### config.mk
export PLATFORM = sky130hd
export DESIGN_NAME = ea_pwm_timer
export DESIGN_NICKNAME = d
export VERILOG_FILES = /design/src/rtl/ea_pwm_pkg.sv /design/src/rtl/ea_pwm_regs.sv /design/src/rtl/ea_pwm_counter.sv /design/src/rtl/ea_pwm_chan.sv /design/src/rtl/ea_pwm_timer.sv
export SDC_FILE = /design/constraint.sdc
export NUM_CORES = 1
export LEC_CHECK = 0
export ABC_AREA = 1
export BUFFER_PORTS_ARGS = -buffer_cell sky130_fd_sc_hd__buf_2
export CORE_ASPECT_RATIO = 0.9
export CORE_MARGIN = 2
export CORE_UTILIZATION = 56
export DETAILED_ROUTE_END_ITERATION = 10
export PLACE_DENSITY = 0.74
export SLEW_MARGIN = 30
export SYNTH_ARGS = -nofsm -noshare
export SYNTH_HDL_FRONTEND = slang
export SYNTH_SLANG_ARGS = --single-unit
### constraint.sdc
create_clock -name clk -period 2.05 [get_ports clk]
set_input_delay 0.3075 -clock clk [delete_from_list [all_inputs] [get_ports clk]]
set_output_delay 0.3075 -clock clk [all_outputs]
set_load 0.01 [all_outputs]
### src/rtl/ea_pwm_pkg.sv
package ea_pwm_pkg;

    typedef enum logic [1:0] {
        ACT_KEEP   = 2'd0,
        ACT_HIGH   = 2'd1,
        ACT_LOW    = 2'd2,
        ACT_TOGGLE = 2'd3
    } act_e;

    // field order follows the action register bit layout (MSB first)
    typedef struct packed {
        act_e on_dn;
        act_e on_up;
        act_e on_load;
        act_e on_zero;
    } act_cfg_t;

    typedef struct packed {
        logic oe;
        logic idle;
        logic inv;
        logic force_val;
        logic osel;
    } out_cfg_t;

    localparam int CTRL_ADDR = 0;
    localparam int LOAD_ADDR = 1;
    localparam int CMP_BASE  = 2;

endpackage

### src/rtl/ea_pwm_regs.sv
module ea_pwm_regs
    import ea_pwm_pkg::*;
#(
    parameter int CNT_W  = 8,
    parameter int NCH    = 2,
    parameter int ADDR_W = 4
) (
    input  logic                           clk,
    input  logic                           rst_n,
    input  logic                           wr_en,
    input  logic [ADDR_W-1:0]              wr_addr,
    input  logic [CNT_W-1:0]               wr_data,
    output logic                           en,
    output logic [1:0]                     mode,
    output logic                           rpt,
    output logic [CNT_W-1:0]               load,
    output logic [NCH-1:0][CNT_W-1:0]      cmp,
    output act_cfg_t [NCH-1:0]             act,
    output out_cfg_t [NCH-1:0]             ocfg
);
    localparam int ACT_BASE = CMP_BASE + NCH;
    localparam int OUT_BASE = ACT_BASE + NCH;

    typedef struct packed {
        logic                      en;
        logic [1:0]                mode;
        logic                      rpt;
        logic [CNT_W-1:0]          load;
        logic [NCH-1:0][CNT_W-1:0] cmp;
        act_cfg_t [NCH-1:0]        act;
        out_cfg_t [NCH-1:0]        ocfg;
    } regs_t;

    regs_t q, d;

    always_comb begin
        d = q;
        if (wr_en) begin
            if (wr_addr == ADDR_W'(CTRL_ADDR)) begin
                d.en   = wr_data[0];
                d.mode = wr_data[2:1];
                d.rpt  = wr_data[3];
            end
            if (wr_addr == ADDR_W'(LOAD_ADDR)) begin
                d.load = wr_data;
            end
            for (int i = 0; i < NCH; i++) begin
                if (wr_addr == ADDR_W'(CMP_BASE + i)) d.cmp[i]  = wr_data;
                if (wr_addr == ADDR_W'(ACT_BASE + i)) d.act[i]  = act_cfg_t'(wr_data[7:0]);
                if (wr_addr == ADDR_W'(OUT_BASE + i)) d.ocfg[i] = out_cfg_t'(wr_data[4:0]);
            end
        end
    end

    always_ff @(posedge clk or negedge rst_n) begin
        if (!rst_n) q <= '0;
        else        q <= d;
    end

    assign en   = q.en;
    assign mode = q.mode;
    assign rpt  = q.rpt;
    assign load = q.load;
    assign cmp  = q.cmp;
    assign act  = q.act;
    assign ocfg = q.ocfg;

endmodule

### src/rtl/ea_pwm_counter.sv
module ea_pwm_counter #(
    parameter int CNT_W = 8
) (
    input  logic             clk,
    input  logic             rst_n,
    input  logic             en,
    input  logic             up,
    input  logic             rpt,
    input  logic [CNT_W-1:0] load,
    output logic [CNT_W-1:0] cnt,
    output logic             active,
    output logic             zero_ev,
    output logic             load_ev
);
    typedef struct packed {
        logic [CNT_W-1:0] cnt;
        logic             done;
    } cnt_state_t;

    cnt_state_t q, d;
    logic [CNT_W-1:0] start_d;

    always_comb begin
        d       = q;
        start_d = up ? '0 : load;
        active  = en && !q.done;
        if (!en) begin
            d.cnt  = start_d;
            d.done = 1'b0;
        end else if (active) begin
            if (up) begin
                if (q.cnt >= load) begin
                    if (rpt) d.cnt  = '0;
                    else     d.done = 1'b1;
                end else begin
                    d.cnt = q.cnt + CNT_W'(1);
                end
            end else begin
                if (q.cnt == '0) begin
                    if (rpt) d.cnt  = load;
                    else     d.done = 1'b1;
                end else begin
                    d.cnt = q.cnt - CNT_W'(1);
                end
            end
        end
        zero_ev = active && (q.cnt == '0);
        load_ev = active && (q.cnt == load);
    end

    always_ff @(posedge clk or negedge rst_n) begin
        if (!rst_n) q <= '0;
        else        q <= d;
    end

    assign cnt = q.cnt;


    up_step_chk: assert property (@(posedge clk) disable iff (!rst_n)
        (active && up && q.cnt < load) |=> (!en || q.cnt == $past(q.cnt) + CNT_W'(1)));


    dn_step_chk: assert property (@(posedge clk) disable iff (!rst_n)
        (active && !up && q.cnt != '0) |=> (!en || q.cnt == $past(q.cnt) - CNT_W'(1)));


    oneshot_hold_chk: assert property (@(posedge clk) disable iff (!rst_n)
        (en && q.done) |=> (!en || $stable(q.cnt)));

endmodule

### src/rtl/ea_pwm_chan.sv
module ea_pwm_chan
    import ea_pwm_pkg::*;
#(
    parameter int CNT_W = 8
) (
    input  logic             clk,
    input  logic             rst_n,
    input  logic             en,
    input  logic             active,
    input  logic             up,
    input  logic [CNT_W-1:0] cnt,
    input  logic             zero_ev,
    input  logic             load_ev,
    input  logic [CNT_W-1:0] cmp,
    input  act_cfg_t         act,
    input  out_cfg_t         ocfg,
    output logic             pin
);
    typedef struct packed {
        logic gen;
    } chan_state_t;

    chan_state_t q, d;
    logic cmp_up_ev, cmp_dn_ev;
    act_e sel;

    always_comb begin
        cmp_up_ev = active && up  && (cnt == cmp);
        cmp_dn_ev = active && !up && (cnt == cmp);

        sel = ACT_KEEP;
        if (zero_ev   && act.on_zero != ACT_KEEP) sel = act.on_zero;
        if (load_ev   && act.on_load != ACT_KEEP) sel = act.on_load;
        if (cmp_up_ev && act.on_up   != ACT_KEEP) sel = act.on_up;
        if (cmp_dn_ev && act.on_dn   != ACT_KEEP) sel = act.on_dn;

        d = q;
        unique case (sel)
            ACT_HIGH:   d.gen = 1'b1;
            ACT_LOW:    d.gen = 1'b0;
            ACT_TOGGLE: d.gen = !q.gen;
            default:    d.gen = q.gen;
        endcase
        if (!en) d.gen = 1'b0;

        if (!en || !ocfg.oe) pin = ocfg.idle;
        else                 pin = (ocfg.osel ? ocfg.force_val : q.gen) ^ ocfg.inv;
    end

    always_ff @(posedge clk or negedge rst_n) begin
        if (!rst_n) q <= '0;
        else        q <= d;
    end


    hold_no_event_chk: assert property (@(posedge clk) disable iff (!rst_n)
        (en && !zero_ev && !load_ev && !cmp_up_ev && !cmp_dn_ev) |=> (q.gen == $past(q.gen)));


    cmp_high_chk: assert property (@(posedge clk) disable iff (!rst_n)
        (en && ((cmp_up_ev && act.on_up == ACT_HIGH) || (cmp_dn_ev && act.on_dn == ACT_HIGH))) |=> q.gen);


    cmp_low_chk: assert property (@(posedge clk) disable iff (!rst_n)
        (en && ((cmp_up_ev && act.on_up == ACT_LOW) || (cmp_dn_ev && act.on_dn == ACT_LOW))) |=> !q.gen);


    disable_clear_chk: assert property (@(posedge clk) disable iff (!rst_n)
        !en |=> !q.gen);

endmodule

### src/rtl/ea_pwm_timer.sv
module ea_pwm_timer
    import ea_pwm_pkg::*;
#(
    parameter int CNT_W  = 8,
    parameter int NCH    = 2,
    parameter int ADDR_W = 4
) (
    input  logic              clk,
    input  logic              rst_n,
    input  logic              wr_en,
    input  logic [ADDR_W-1:0] wr_addr,
    input  logic [CNT_W-1:0]  wr_data,
    output logic [NCH-1:0]    pwm_out
);
    logic                      en, rpt;
    logic [1:0]                mode;
    logic [CNT_W-1:0]          load, cnt;
    logic [NCH-1:0][CNT_W-1:0] cmp;
    act_cfg_t [NCH-1:0]        act;
    out_cfg_t [NCH-1:0]        ocfg;
    logic                      active, zero_ev, load_ev, up;

    ea_pwm_regs #(.CNT_W(CNT_W), .NCH(NCH), .ADDR_W(ADDR_W)) u_regs (
        .clk(clk), .rst_n(rst_n), .wr_en(wr_en), .wr_addr(wr_addr), .wr_data(wr_data),
        .en(en), .mode(mode), .rpt(rpt), .load(load), .cmp(cmp), .act(act), .ocfg(ocfg)
    );

    assign up = mode[1];

    ea_pwm_counter #(.CNT_W(CNT_W)) u_counter (
        .clk(clk), .rst_n(rst_n), .en(en), .up(up), .rpt(rpt), .load(load),
        .cnt(cnt), .active(active), .zero_ev(zero_ev), .load_ev(load_ev)
    );

    for (genvar g = 0; g < NCH; g++) begin : g_chan
        ea_pwm_chan #(.CNT_W(CNT_W)) u_chan (
            .clk(clk), .rst_n(rst_n), .en(en), .active(active), .up(up), .cnt(cnt),
            .zero_ev(zero_ev), .load_ev(load_ev), .cmp(cmp[g]), .act(act[g]),
            .ocfg(ocfg[g]), .pin(pwm_out[g])
        );
    end


    idle_pin_chk: assert property (@(posedge clk) disable iff (!rst_n)
        (!en && $past(!en)) |-> (pwm_out == {ocfg[NCH-1].idle, ocfg[0].idle} || NCH != 2));

endmodule

---- After elaboration in Yosys (flattened, before gate mapping) ----
Index checks and enable logic that the tools add are counted.
cells by class
  add/subtract/negate cells ............... 2
  multiply operators ...................... 0
  divide/modulo/power cells ............... 0
  $lt $le $gt $ge ......................... 1
  equality and inequality tests ........... 23
  shift-type cells ........................ 0
  multiplexer cells ....................... 27
  bitwise operators ....................... 2
  reductions and logical operators ........ 46
operator list
  cell                                                                    count
  8-bit 2-to-1 mux                                                        5
  9-bit 2-to-1 mux                                                        3
  8-bit equality test                                                     3
  1-bit logical AND                                                       17
  4-bit by 3-bit equality test with 1-bit output (second input constant)  4
  2-bit 2-to-1 mux                                                        8
  2-bit AND reduction                                                     8
  2-bit nonzero test                                                      8
  1-bit 2-to-1 mux                                                        9
  8-bit by 1-bit adder with 8-bit output (second input constant)          1
  2-bit equality test (second input constant)                             4
  4-bit by 2-bit equality test with 1-bit output (second input constant)  2
  8-bit greater-or-equal comparator                                       1
  8-bit logical NOT                                                       1
  4-bit by 1-bit != test with 1-bit output (second input constant)        2
  4-bit != test (second input constant)                                   2
  8-bit by 1-bit subtractor with 8-bit output (second input constant)     1
  1-bit logical NOT                                                       7
  3-bit by 2-bit != test with 1-bit output (second input constant)        2
  1-bit one-hot mux with 3 select lines                                   2
  3-bit AND reduction                                                     2
  2-bit by 1-bit equality test with 1-bit output (second input constant)  2
  4-bit by 1-bit equality test with 1-bit output (second input constant)  1
  4-bit logical NOT                                                       1
  other kinds (3)                                                         5
storage, ports and cells
  bits in registers ....................... 65
  latch bits .............................. 0
  bits in writable memories ............... 0
  bits in read-only memories .............. 0
  input port bits ......................... 15
  output and inout port bits .............. 2
  logic and storage cells ................. 129
  memories ................................ 0

---- Depth between registers and ports, before layout ----
Gate-level depths: netlist (run 1).
  depth after elaboration ................. 11
  mapped depth ............................ 17

---- By module ----
A second synthesis (run 1) with hierarchy kept.
second synthesis, totals
  cells, all modules ...................... 604
  area, all modules ....................... 4294.1 um^2
modules (own cells, without submodules)
  module          instances  cells each  area each (um^2)  sequential area each (um^2)
  ea_pwm_regs     1          266         2367.3            1351.3
  ea_pwm_counter  1          206         1281.2            225.2
  ea_pwm_chan     2          66          322.8             25.0

---- Worst setup path before layout (run 1) ----
No wires, ideal clock.
  path kind ............................... flip-flop to flip-flop
  from .................................... reg u_counter.q, in the netlist u_counter.cnt[0]
  to ...................................... reg g_chan[1].u_chan.q
  data arrival time ....................... 2.073 ns
  data required time ...................... 1.924 ns
  slack ................................... -0.148 ns
  stages on the path, launching flop included .. 16
  buffers on the path ..................... 1
  path through ............................ dfrtp_1 -> buf_4 -> inv_1 -> ha_1 -> nand2_1 -> nor2_1 -> nand2_1 -> nor2_1 -> nand2_1 -> nand3_1 -> nand3_1 -> nand3_1 -> nand2_1 -> ha_1 -> o21ai_0 -> a21oi_1
on the way
  longest elaborated chain between the ends .. 10
  elaborated cells between the ends (all ways) .. 21
  those cells by class .................... 6 x eq/ne; 6 x mux; 9 x reduce/logical
ends and longest elaborated chain
  what                                                                                          line                  source
  start: declaration                                                                            ea_pwm_counter.sv:20  cnt_state_t q, d;
  start signal: assignment                                                                      ea_pwm_counter.sv:52  if (!rst_n) q <= '0;
  start signal: assignment                                                                      ea_pwm_counter.sv:53  else q <= d;
  8-bit logical NOT                                                                             ea_pwm_counter.sv:47  zero_ev = active && (q.cnt == '0);
  1-bit logical AND                                                                             ea_pwm_counter.sv:47
  1-bit logical AND                                                                             ea_pwm_chan.sv:32     if (zero_ev && act.on_zero != ACT_KEEP) sel = act.on_zero;
  2-bit 2-to-1 mux                                                                              ea_pwm_chan.sv:32
  2-bit 2-to-1 mux                                                                              ea_pwm_chan.sv:33     if (load_ev && act.on_load != ACT_KEEP) sel = act.on_load;
  2-bit 2-to-1 mux                                                                              ea_pwm_chan.sv:34     if (cmp_up_ev && act.on_up != ACT_KEEP) sel = act.on_up;
  2-bit 2-to-1 mux *                                                                            ea_pwm_chan.sv:35     if (cmp_dn_ev && act.on_dn != ACT_KEEP) sel = act.on_dn;
  2-bit equality test / 2-bit by 1-bit equality test with 1-bit output (equally long branches)  ea_pwm_chan.sv:38     unique case (sel)
  1-bit one-hot mux with 3 select lines                                                         ea_pwm_chan.sv:38
  1-bit 2-to-1 mux                                                                              ea_pwm_chan.sv:44     if (!en) d.gen = 1'b0;
  end signal: assignment                                                                        ea_pwm_chan.sv:51     if (!rst_n) q <= '0;
  end signal: assignment                                                                        ea_pwm_chan.sv:52     else q <= d;
  end: declaration                                                                              ea_pwm_chan.sv:23     chan_state_t q, d;
Mark *: on every way between the ends. The rest lies on a longest branch, timed or not.
A chain may end at the register's enable or synchronous reset.

---- Final worst setup path (run 1) ----
  from .................................... reg u_counter.q, in the netlist u_counter.cnt[5]
  to ...................................... reg g_chan[1].u_chan.q
The elaborated chain is that of the path after synthesis.

==> results of run 1 <==
layout make-up:
type,instances,share of cell area (%)
Sequential cell,64,32.5
Timing Repair Buffer,76,11.5
Multi-Input combinational cell,411,45.7
Tap cell,90,2.28
Clock buffer,12,3.15
Clock inverter,4,0.584
Inverter,54,4.24
synth_stat cells, drive strengths merged:
library cell and instances:
clkbuf 5, inv 53, xor2 9, ha 15
nand3 43, a31oi 1, nand4 3, a21oi 13
clkinv 1, dfrtp 64, xnor2 7, nand2 216
o21ai 60, or2 1, o21bai 1, nand3b 1
mux2i 2, nor2 39, buf 12
worst max-delay path, stage by stage (launching register included):
cell and delay [ns]:
sky130_fd_sc_hd__dfrtp_1 0.42, sky130_fd_sc_hd__ha_4 0.30, sky130_fd_sc_hd__nand2_4 0.05, sky130_fd_sc_hd__nor2_4 0.11
sky130_fd_sc_hd__nand2_2 0.09, sky130_fd_sc_hd__nor2_4 0.20, sky130_fd_sc_hd__nand2_2 0.09, sky130_fd_sc_hd__nand3_2 0.07
sky130_fd_sc_hd__nand3_2 0.09, sky130_fd_sc_hd__nand3_2 0.07, sky130_fd_sc_hd__nand2_2 0.08, sky130_fd_sc_hd__buf_6 0.12
sky130_fd_sc_hd__ha_2 0.17, sky130_fd_sc_hd__nand2_1 0.07, sky130_fd_sc_hd__o21ai_1 0.07, sky130_fd_sc_hd__a21oi_1 0.17
report_power, final:
| group | switching [W] | internal [W] | leakage [nW] |
|---|---|---|---|
| clock | 0.000498 | 0.000505 | 0.0886 |
| combinational | 0.00192 | 0.00143 | 1.65 |
| sequential | 0.000246 | 0.00156 | 0.816 |
| total | 0.00267 | 0.00349 | 2.56 |
per-stage QoR:
step	setup TNS (ns)	setup slack [ns]	power [W]	hold WS, ns	cells
after floorplan	-0.0268	-0.0268	0.00368	0.0119	546
after global placement	-0.149	-0.0784	0.00450	0.342	678
after detailed placement	-0.437	-0.184	0.00459	0.347	678
after CTS	-0.0863	-0.0644	0.00591	0.322	704
after global routing	-0.599	-0.325	0.00660	0.332	711
final	-0.341	-0.207	0.00616	0.322	711
routing by layer:
metal	vias to the layer above	global-route usage, %	routed length [um]
met2	137	47.6	5240
met5	-	0	0
met1	1813	40.8	4820
met3	28	7.77	771
li1	1865	-	-
met4	0	7.19	226
kinds of logic (layout without fill, tap and decap cells):
family	Yosys count	count (layout)
XOR/XNOR	16	16
buffers and inverters	71	146
AO/OA/AOI/OAI	75	75
AND/OR/NAND/NOR	303	303
multiplexers	2	2
adder cells (fa/ha/maj)	15	15
flip-flops	64	64
what timing repair did:
item / in CTS / in global routing
setup buffers: 8 / 7
resized for setup: 29 / 28
hold endpoints to repair: 58 / 0
pin swaps: 16 / 30
cloned: 1 / 0
hold buffers: 1 / 0
setup endpoints to repair: 10 / 11
sequential cells by signal, indices dropped and copies added (netlist names):
register	count
g_chan.u_chan.q	2
u_regs.cmp	16
u_counter.cnt	8
u_regs.act	16
u_regs.load	8
u_regs.en	1
u_regs.mode	1
u_counter.q	1
u_regs.ocfg	10
u_regs.rpt	1
worst min path at each step:
stage	start	end	slack [ns]	cells after the start
finish	wr_data[7]	u_regs.act[7]	0.32	3
global route	wr_data[5]	u_regs.cmp[5]	0.33	3
CTS	wr_data[5]	u_regs.act[5]	0.32	3
detailed placement	rst_n	u_regs.cmp[8]	0.35	2
global placement	rst_n	u_regs.cmp[3]	0.34	2
floorplan	rst_n	g_chan[0].u_chan.q	0.01	0
==> out/qor.csv, run 1 <==
metric,value,unit
achievable-frequency,443,MHz
final.period_utilization,110,%
vias_per_cell,5.41,
synth-seq-area-share,40.7,%
slew-limit-headroom,59.1,%
leakage_power,2.56,nW
failing_checks,setup timing,
multiInputGateArea,2250,um2
globalRouteTotalUtil,29.8,%
rr_startpoint,u_counter.cnt[5],
sequential_cell_area,1600,um2
number_of_levels_in_the_clock_h_tree,3,
timing_hold_violations_final,0,
worst-endpoint-arrival,2.52,ns
die-height,83.5,um
worstPathRequired,2.31,ns
row_cnt,28,
worst_pin_slew,0.611,ns
first_global_vias,3698,
worstSetupStartpoint,u_counter.cnt[5],
r2r_end,g_chan[1].u_chan.q,
area_of_the_core_region,6690,um2
tritoncts,built,
r2r_slack,-0.21,ns
final_cell_mix,"sky130_fd_sc_hd__nand2_1 (197), sky130_fd_sc_hd__dfrtp_1 (62), sky130_fd_sc_hd__o21ai_0 (56), sky130_fd_sc_hd__buf_4 (50), sky130_fd_sc_hd__inv_1 (42)",
period_needed,2.26,ns
drt_pre_antenna_iters,5,
totalWireLength,11100,um
layout.cell_area.non_filler,4930,um2
dr.first_iter.drc_count,346,
gpl.final_weighted_congestion,0.976,
yosys.cell_types.count,31,
postRouteAntennaNets,0,
clock_tree.root_cell,sky130_fd_sc_hd__clkbuf_8,
cts.reportedPaths.clkPinSlew,0.07,ns
area_delta_synth_final,25.3,%
clock-sinks,64,
syn_area,3940,um2
route.vias.total,3843,
grt_start_max_net_pins,65,
drt_drc_violations_left,0,
grt_first_pass_wirelength,18000,um
routedWlPerCell,15.6,um
cp-end-kind,flip-flop,
syn-mean-instance-area,7.21,um2
syn-instance-count,546,
drv_cap,0,
adder_and_majority_gate_portion_of_the_synthesized_area,4.77,%
synth_compound_area_share,9.73,%
result_of_the_run,finished with violations,
worst_ir_drop_vdd,766,uV
termination_of_the_worst_setup_path,g_chan[1].u_chan.q,
io_pins,17,
grt_remaining_overflow,0,
r2r.worst_path.cells,15,
layout.cells.most_common,sky130_fd_sc_hd__nand2_1,
synth_simple_gate_area_share,32.7,%
fraction_of_final_layout_cells_sized_beyond_drive_strength_1,25.6,%
hold_path_class,in -> reg,
initial_antenna_violation_count,0,
effective_utilization_at_floorplan,58.8,%
dp_hpwl,7350,um
parity_gate_share_of_the_synthesized_area_counting_xor_and_xnor_cells,3.56,%
design.final.nets,646,
synth_area_leader_cell,sky130_fd_sc_hd__dfrtp_1,
dpl_cell_area,4370,um2
die_w,92.4,um
synth_mux_area_share,0.509,%
setup_repair_after_global_routing_missed_its_margin,yes,
floorplan.die_area,7710,um2
cts.path.max_buffers,2,
synth_net_count,576,
finalClockSkew,0.00545,ns
netlist_top_cells_area,"sky130_fd_sc_hd__dfrtp_1 (41%), sky130_fd_sc_hd__nand2_1 (20%), sky130_fd_sc_hd__o21ai_0 (7.4%)",
cts_inserted_buffers,9,
finalSetupViolCount,2,
insertion_delay,0.34,ns
worst-setup-path-type,reg -> reg,
yosys.area.top_type_share,40.7,%
setup_slack,-0.207,ns
antenna-diode-count,0,
ys_warn_count,0,
final_max_slew_viol_count,0,
final.fill_count,526,
worst-path-max-fanout,4,
synth-seq-cells,64,
startpoint_type,flip-flop,
power.density,1250,nW/um2
combinational_family_with_the_most_area_after_synthesis,simple AND/OR/NAND/NOR gates,
numPortBuffers,16,
postLayoutCoreUtil,73.7,%
Power figures use the tool's default switching activity.
==> inputs of run 2 (changes only) <==
- GPL_ROUTABILITY_DRIVEN: default -> 0
- SYNTH_HIERARCHICAL: default -> 1
==> run 2 against run 1 <==
  * Clock skew rose by 0.0032 ns
  * The run now ends clean
  * Die area increased by 7.8%
  * Critical path depth down 1
  * Via count up 3.0%
==> out/qor.csv, run 2 <==
metric,value,unit,change
rr_startpoint,u_regs/load[6],,
power.density,1150,nW/um2,-7.6%
drv_cap,0,,unchanged
leakage_power,2.55,nW,-0.36%
layout.cell_area.non_filler,4810,um2,-2.5%
layoutNonFillerInstCount,735,,+3.4%
cts_inserted_buffers,9,,unchanged
grt_first_pass_wirelength,17500,um,-2.6%
route.vias.total,3958,,+3.0%
finalClockSkew,0.00866,ns,+0.00321 ns
final_cell_mix,"sky130_fd_sc_hd__nand2_1 (254), sky130_fd_sc_hd__inv_1 (63), sky130_fd_sc_hd__dfrtp_1 (63), sky130_fd_sc_hd__nand3_1 (35), sky130_fd_sc_hd__buf_4 (28)",,
dpl_cell_area,4470,um2,+2.3%
design.final.nets,661,,+2.3%
postLayoutCoreUtil,64.4,%,-9.3 points
grt_start_max_net_pins,65,,unchanged
cp-end-kind,flip-flop,,
worst-path-max-fanout,4,,unchanged
cts.path.max_buffers,2,,unchanged
worstPathRequired,2.32,ns,about the same
multiInputGateArea,2280,um2,+1.2%
dp_cells,708,,+4.4%
r2r.worst_path.cells,14,,-1
vias_per_cell,5.39,,-0.37%
die-height,86.7,um,+3.8%
startpoint_type,flip-flop,,
achievable-frequency,526,MHz,+19%
synth_net_count,626,,+8.7%
effective_utilization_at_floorplan,57.0,%,-1.8 points
hold_ws,0.265,ns,-0.0568 ns
first_global_vias,3624,,-2.0%
hold_path_class,in -> reg,,
fraction_of_final_layout_cells_sized_beyond_drive_strength_1,18.0,%,-7.6 points
cts.reportedPaths.clkPinSlew,0.07,ns,about the same
area_of_the_core_region,7470,um2,+12%
totalWireLength,10800,um,-1.9%
timing_hold_violations_final,0,,unchanged
drt_drc_violations_left,0,,unchanged
slew-limit-headroom,68.8,%,+9.7 points
dpl_worst_slack,0.113,ns,+0.296 ns
result_of_the_run,"finished, final reports clean",,
postRouteAntennaNets,0,,unchanged
die_w,95.9,um,+3.8%
sequential_cell_area,1600,um2,about the same
globalRouteTotalUtil,27.7,%,-2.1 points
numPortBuffers,16,,unchanged
antenna-diode-count,0,,unchanged
r2r_slack,0.15,ns,+0.36 ns
tritoncts,built,,
dr.first_iter.drc_count,425,,+23%
holdCritStartpoint,wr_data[7],,
syn-mean-instance-area,7.09,um2,-1.6%
worst_pin_slew,0.467,ns,-0.144 ns
floorplan.die_area,8310,um2,+7.8%
initial_antenna_violation_count,0,,unchanged
timing.hold.worst_endpoint,u_regs/act[7],,
row_cnt,30,,+7.1%
r2r_end,g_chan[0].u_chan/q,,
final.period_utilization,92.7,%,-17 points
holdPathStages,3,,unchanged
final.fill_count,690,,+31%
ys_warn_count,6,,+6
drt_pre_antenna_iters,5,,unchanged
setup_slack,0.150,ns,+0.357 ns
io_pins,17,,unchanged
clock_tree.root_cell,sky130_fd_sc_hd__clkbuf_8,,
grt_remaining_overflow,0,,unchanged
dp_hpwl,7530,um,+2.4%
syn-instance-count,600,,+9.9%
area_delta_synth_final,13.0,%,
clock-sinks,64,,unchanged
syn_area,4260,um2,+8.1%
final_max_slew_viol_count,0,,unchanged
number_of_levels_in_the_clock_h_tree,3,,unchanged
worst-setup-path-type,reg -> reg,,
worst-endpoint-arrival,2.17,ns,-0.35 ns
routedWlPerCell,14.8,um,-5.1%
layout.cells.most_common,sky130_fd_sc_hd__nand2_1,,
worst_ir_drop_vdd,619,uV,-19%
finalSetupViolCount,0,,-2
period_needed,1.90,ns,-0.357 ns
insertion_delay,0.34,ns,about the same
-- run 2: power breakdown --
part | internal [W] | leakage, nW | switching [W]
registers | 0.00156 | 0.807 | 0.000229
logic | 0.000982 | 1.64 | 0.00161
clock network | 0.000675 | 0.103 | 0.000495
-- run 2: timing repair --
| action | 4_1_cts | 5_1_grt |
|---|---|---|
| gates resized for setup | 0 | 15 |
| endpoints found under the setup margin | 0 | 9 |
| hold endpoints to repair | 38 | 0 |
| hold buffers | 1 | 0 |
| buffers inserted | 0 | 11 |
-- run 2: worst max-delay path by stage --
| stage | from | to | slack [ns] | depth (start not counted) |
|---|---|---|---|---|
| 2_1_floorplan | u_counter/cnt[0] | g_chan[0].u_chan/q | 0.18 | 13 |
| 3_3_place_gp | u_regs/load[7] | g_chan[0].u_chan/q | 0.15 | 14 |
| 3_5_place_dp | u_regs/load[7] | g_chan[0].u_chan/q | 0.11 | 14 |
| 4_1_cts | u_regs/load[7] | g_chan[0].u_chan/q | 0.08 | 14 |
| 5_1_grt | u_regs/load[3] | g_chan[0].u_chan/q | -0.01 | 14 |
| 6_report | u_regs/load[6] | g_chan[0].u_chan/q | 0.15 | 14 |
-- run 2: layout make-up --
cell class	instances	area share (%)
clock buffers	11	2.73
inverters	75	5.96
clock inverters	4	1.46
multi-input cells	439	47.4
flip-flops and latches	64	33.3
repair buffers	46	6.66
well taps	96	2.50
-- run 2: metrics by stage --
| step | total power (W) | setup TNS, ns |
|---|---|---|
| 5_1_grt | 0.00595 | -0.0149 |
| 6_report | 0.00555 | 0 |
| 3_3_place_gp | 0.00410 | 0 |
| 3_5_place_dp | 0.00417 | 0 |
| 2_1_floorplan | 0.00357 | 0 |
| 4_1_cts | 0.00535 | 0 |
-- run 2: metal layers --
| metal | wire length [um] | track usage, % |
|---|---|---|
| met1 | 4960 | 40.8 |
| met2 | 5010 | 43.4 |
| met3 | 692 | 3.74 |
| met4 | 177 | 7.01 |
| met5 | 0 | 0 |
-- run 2: critical path, stage by stage, from the launching register on --
cell and delay, ns:
sky130_fd_sc_hd__dfrtp_1 0.39, sky130_fd_sc_hd__inv_2 0.05, sky130_fd_sc_hd__ha_1 0.30, sky130_fd_sc_hd__nand2_2 0.07
sky130_fd_sc_hd__nor2_2 0.13, sky130_fd_sc_hd__nand2_2 0.10, sky130_fd_sc_hd__nor3_2 0.16, sky130_fd_sc_hd__buf_4 0.15
sky130_fd_sc_hd__nand2_1 0.06, sky130_fd_sc_hd__a21oi_2 0.09, sky130_fd_sc_hd__o21bai_1 0.11, sky130_fd_sc_hd__inv_1 0.06
sky130_fd_sc_hd__nand2_1 0.06, sky130_fd_sc_hd__inv_1 0.04, sky130_fd_sc_hd__nor2_2 0.07
==> inputs of run 3 (changes only) <==
- CORE_ASPECT_RATIO: 0.9 -> 0.7
- CORE_UTILIZATION: 56 -> 60
- GPL_TIMING_DRIVEN: default -> 0
- PLACE_DENSITY: 0.74 -> 0.76
- clock period: 2.05 -> 2.4 ns (I/O delays scaled with it)
==> run 3 against run 2 <==
  * Global-route usage up 1.0 points
  * Total power down 20%
  * Combinational power down 26%
  * Sequential share of layout area up 1.1 points
  * Largest cell class unchanged
  * Via count down 2.2%
==> out/qor.csv, run 3 (synthesis results as in run 2) <==
metric,value,unit,change
result_of_the_run,"finished, final reports clean",,
setup_repair_after_global_routing_missed_its_margin,no,,
fraction_of_final_layout_cells_sized_beyond_drive_strength_1,14.0,%,-4.0 points
startpoint_type,flip-flop,,
totalWireLength,10500,um,-2.8%
postRouteAntennaNets,0,,unchanged
drt_drc_violations_left,0,,unchanged
setup-tns-final,0,ns,unchanged
clock_tree.root_cell,sky130_fd_sc_hd__clkbuf_8,,
dr.first_iter.drc_count,380,,-11%
finalSetupViolCount,0,,unchanged
final.period_utilization,89.5,%,-3.2 points
drv_cap,0,,unchanged
worst-endpoint-arrival,2.42,ns,+0.25 ns
layout.cells.most_common,sky130_fd_sc_hd__nand2_1,,
setup_slack,0.253,ns,+0.103 ns
power.density,956,nW/um2,-17%
final_cell_mix,"sky130_fd_sc_hd__nand2_1 (256), sky130_fd_sc_hd__inv_1 (69), sky130_fd_sc_hd__dfrtp_1 (64), sky130_fd_sc_hd__nand3_1 (35), sky130_fd_sc_hd__nand4_1 (23)",,
crit_slowest_cell,sky130_fd_sc_hd__dfrtp_1,,
worst_pin_slew,0.512,ns,+0.0450 ns
globalRouteTotalUtil,28.7,%,+1.0 points
achievable-frequency,466,MHz,-12%
grt_start_max_net_pins,42,,-35%
final_max_slew_viol_count,0,,unchanged
floorplan.die_area,7790,um2,-6.3%
initial_antenna_violation_count,0,,unchanged
antenna-diode-count,0,,unchanged
slew-limit-headroom,65.8,%,-2.9 points
row_cnt,25,,-17%
timing_hold_violations_final,0,,unchanged
design.final.nets,650,,-1.7%
worstPathCellList,inv_1 -> ha_1 -> nand3_2 -> nor2_8 -> inv_4 -> nor3_2 -> a21oi_1 -> o21bai_1 -> inv_1 -> nand2_1 -> inv_1 -> nor2_2,,
hold_path_class,in -> reg,,
first_global_vias,3568,,-1.5%
numPortBuffers,11,,-5
worst_path_most_repeated_cell,sky130_fd_sc_hd__inv_1,,
crit_path_max_incr_delay,0.45,ns,+0.06 ns
number_of_levels_in_the_clock_h_tree,3,,unchanged
grt_remaining_overflow,0,,unchanged
cp-end-kind,flip-flop,,
routedWlPerCell,14.6,um,-1.2%
effective_utilization_at_floorplan,62.4,%,+5.4 points
period_needed,2.15,ns,+0.247 ns
finalClockSkew,0.00857,ns,-0.0000926 ns
vias_per_cell,5.36,,-0.55%
postLayoutCoreUtil,68.3,%,+3.9 points
insertion_delay,0.34,ns,about the same
worst-setup-path-type,reg -> reg,,
cts.reportedPaths.clkPinSlew,0.07,ns,about the same
clock-sinks,64,,unchanged
r2r_slack,0.25,ns,+0.10 ns
drt_pre_antenna_iters,5,,unchanged
buffers_inserted_by_post_cts_timing_repair,0,,unchanged
grt_first_pass_wirelength,17300,um,-1.4%
die_w,105,um,+9.1%
dp_hpwl,7940,um,+5.5%
io_pins,17,,unchanged
dpl_worst_slack,0.111,ns,-0.00169 ns
route.vias.total,3872,,-2.2%
worst_ir_drop_vdd,605,uV,-2.3%
leakage_power,2.47,nW,-3.2%
worstPathRequired,2.67,ns,+0.35 ns
tritoncts,built,,
area_of_the_core_region,6820,um2,-8.7%
cts_inserted_buffers,9,,unchanged
die-height,74.5,um,-14%
cts.path.max_buffers,2,,unchanged
area_delta_synth_final,9.47,%,
final.fill_count,615,,-11%
worst-path-max-fanout,10,,+6
-- run 3: cell types whose count changed in the layout (fill, tap and decap cells not counted), sizes merged --
cell / before / now
clkinvlp: 0 / 2
clkbuf: 11 / 16
bufinv: 2 / 1
clkinv: 2 / 3
buf: 45 / 28
-- run 3: layout make-up --
cell class                 instances  area, um2  share of cell area [%]
tap                               94        118                    2.52
timing repair buffer              13       87.6                    1.88
clock inverter                     6       60.1                    1.29
clock buffer                      10        128                    2.74
inverter                          75        287                    6.15
buffer                            22        133                    2.85
sequential                        64       1600                    34.4
multi-input combinational        439       2240                    48.2
-- run 3: critical path, delay by kind of cell (launching register included) --
family          cells  cell delay [ns]
fa+ha+maj           1             0.21
flops               1             0.45
buf+inv             4             0.40
compound gates      2             0.26
simple gates        5             0.75
-- run 3: timing repair --
action	CTS	global route
endpoints found under the setup margin	0	2
hold endpoints to repair	23	0
gates resized for setup	0	2
hold buffers	1	0
-- run 3: path summary, 6_finish.rpt --
| kind | from | end | depth (start not counted) |
|---|---|---|---|
| max | u_counter/cnt[0] | g_chan[1].u_chan/q | 12 |
| min | wr_data[6] | u_regs/act[6] | 3 |
| max reg2reg | u_counter/cnt[0] | g_chan[1].u_chan/q | 12 |
| min reg2reg | u_regs/load[7] | u_regs/load[7] | 2 |
| max in group asynchronous | rst_n | u_regs/cmp[1] | 3 |
| min in group asynchronous | rst_n | u_counter/cnt[1] | 2 |
-- run 3: power breakdown --
group / total (W) / switching, W / internal [W]
combinational: 0.00193 / 0.00120 / 0.000735
clock: 0.000895 / 0.000421 / 0.000474
sequential: 0.00162 / 0.000298 / 0.00133
total: 0.00445 / 0.00192 / 0.00254
-- run 3: metal layers --
metal | global-route usage (%) | routed length [um] | part of all wire, %
met1 | 40.2 | 4830 | 46
met2 | 44.1 | 4370 | 41
met3 | 9.47 | 1250 | 12
met4 | 6.67 | 99 | 0.94
met5 | 0 | 0 | 0
-- run 3: metrics by stage --
step,area (um2),cells,power (W),hold WS [ns]
floorplan,4260,600,0.00305,0.0644
global placement,4430,705,0.00345,0.461
detailed placement,4450,706,0.00352,0.285
CTS,4650,723,0.00442,0.305
global route,4660,723,0.00480,0.311
finish,4660,723,0.00445,0.314
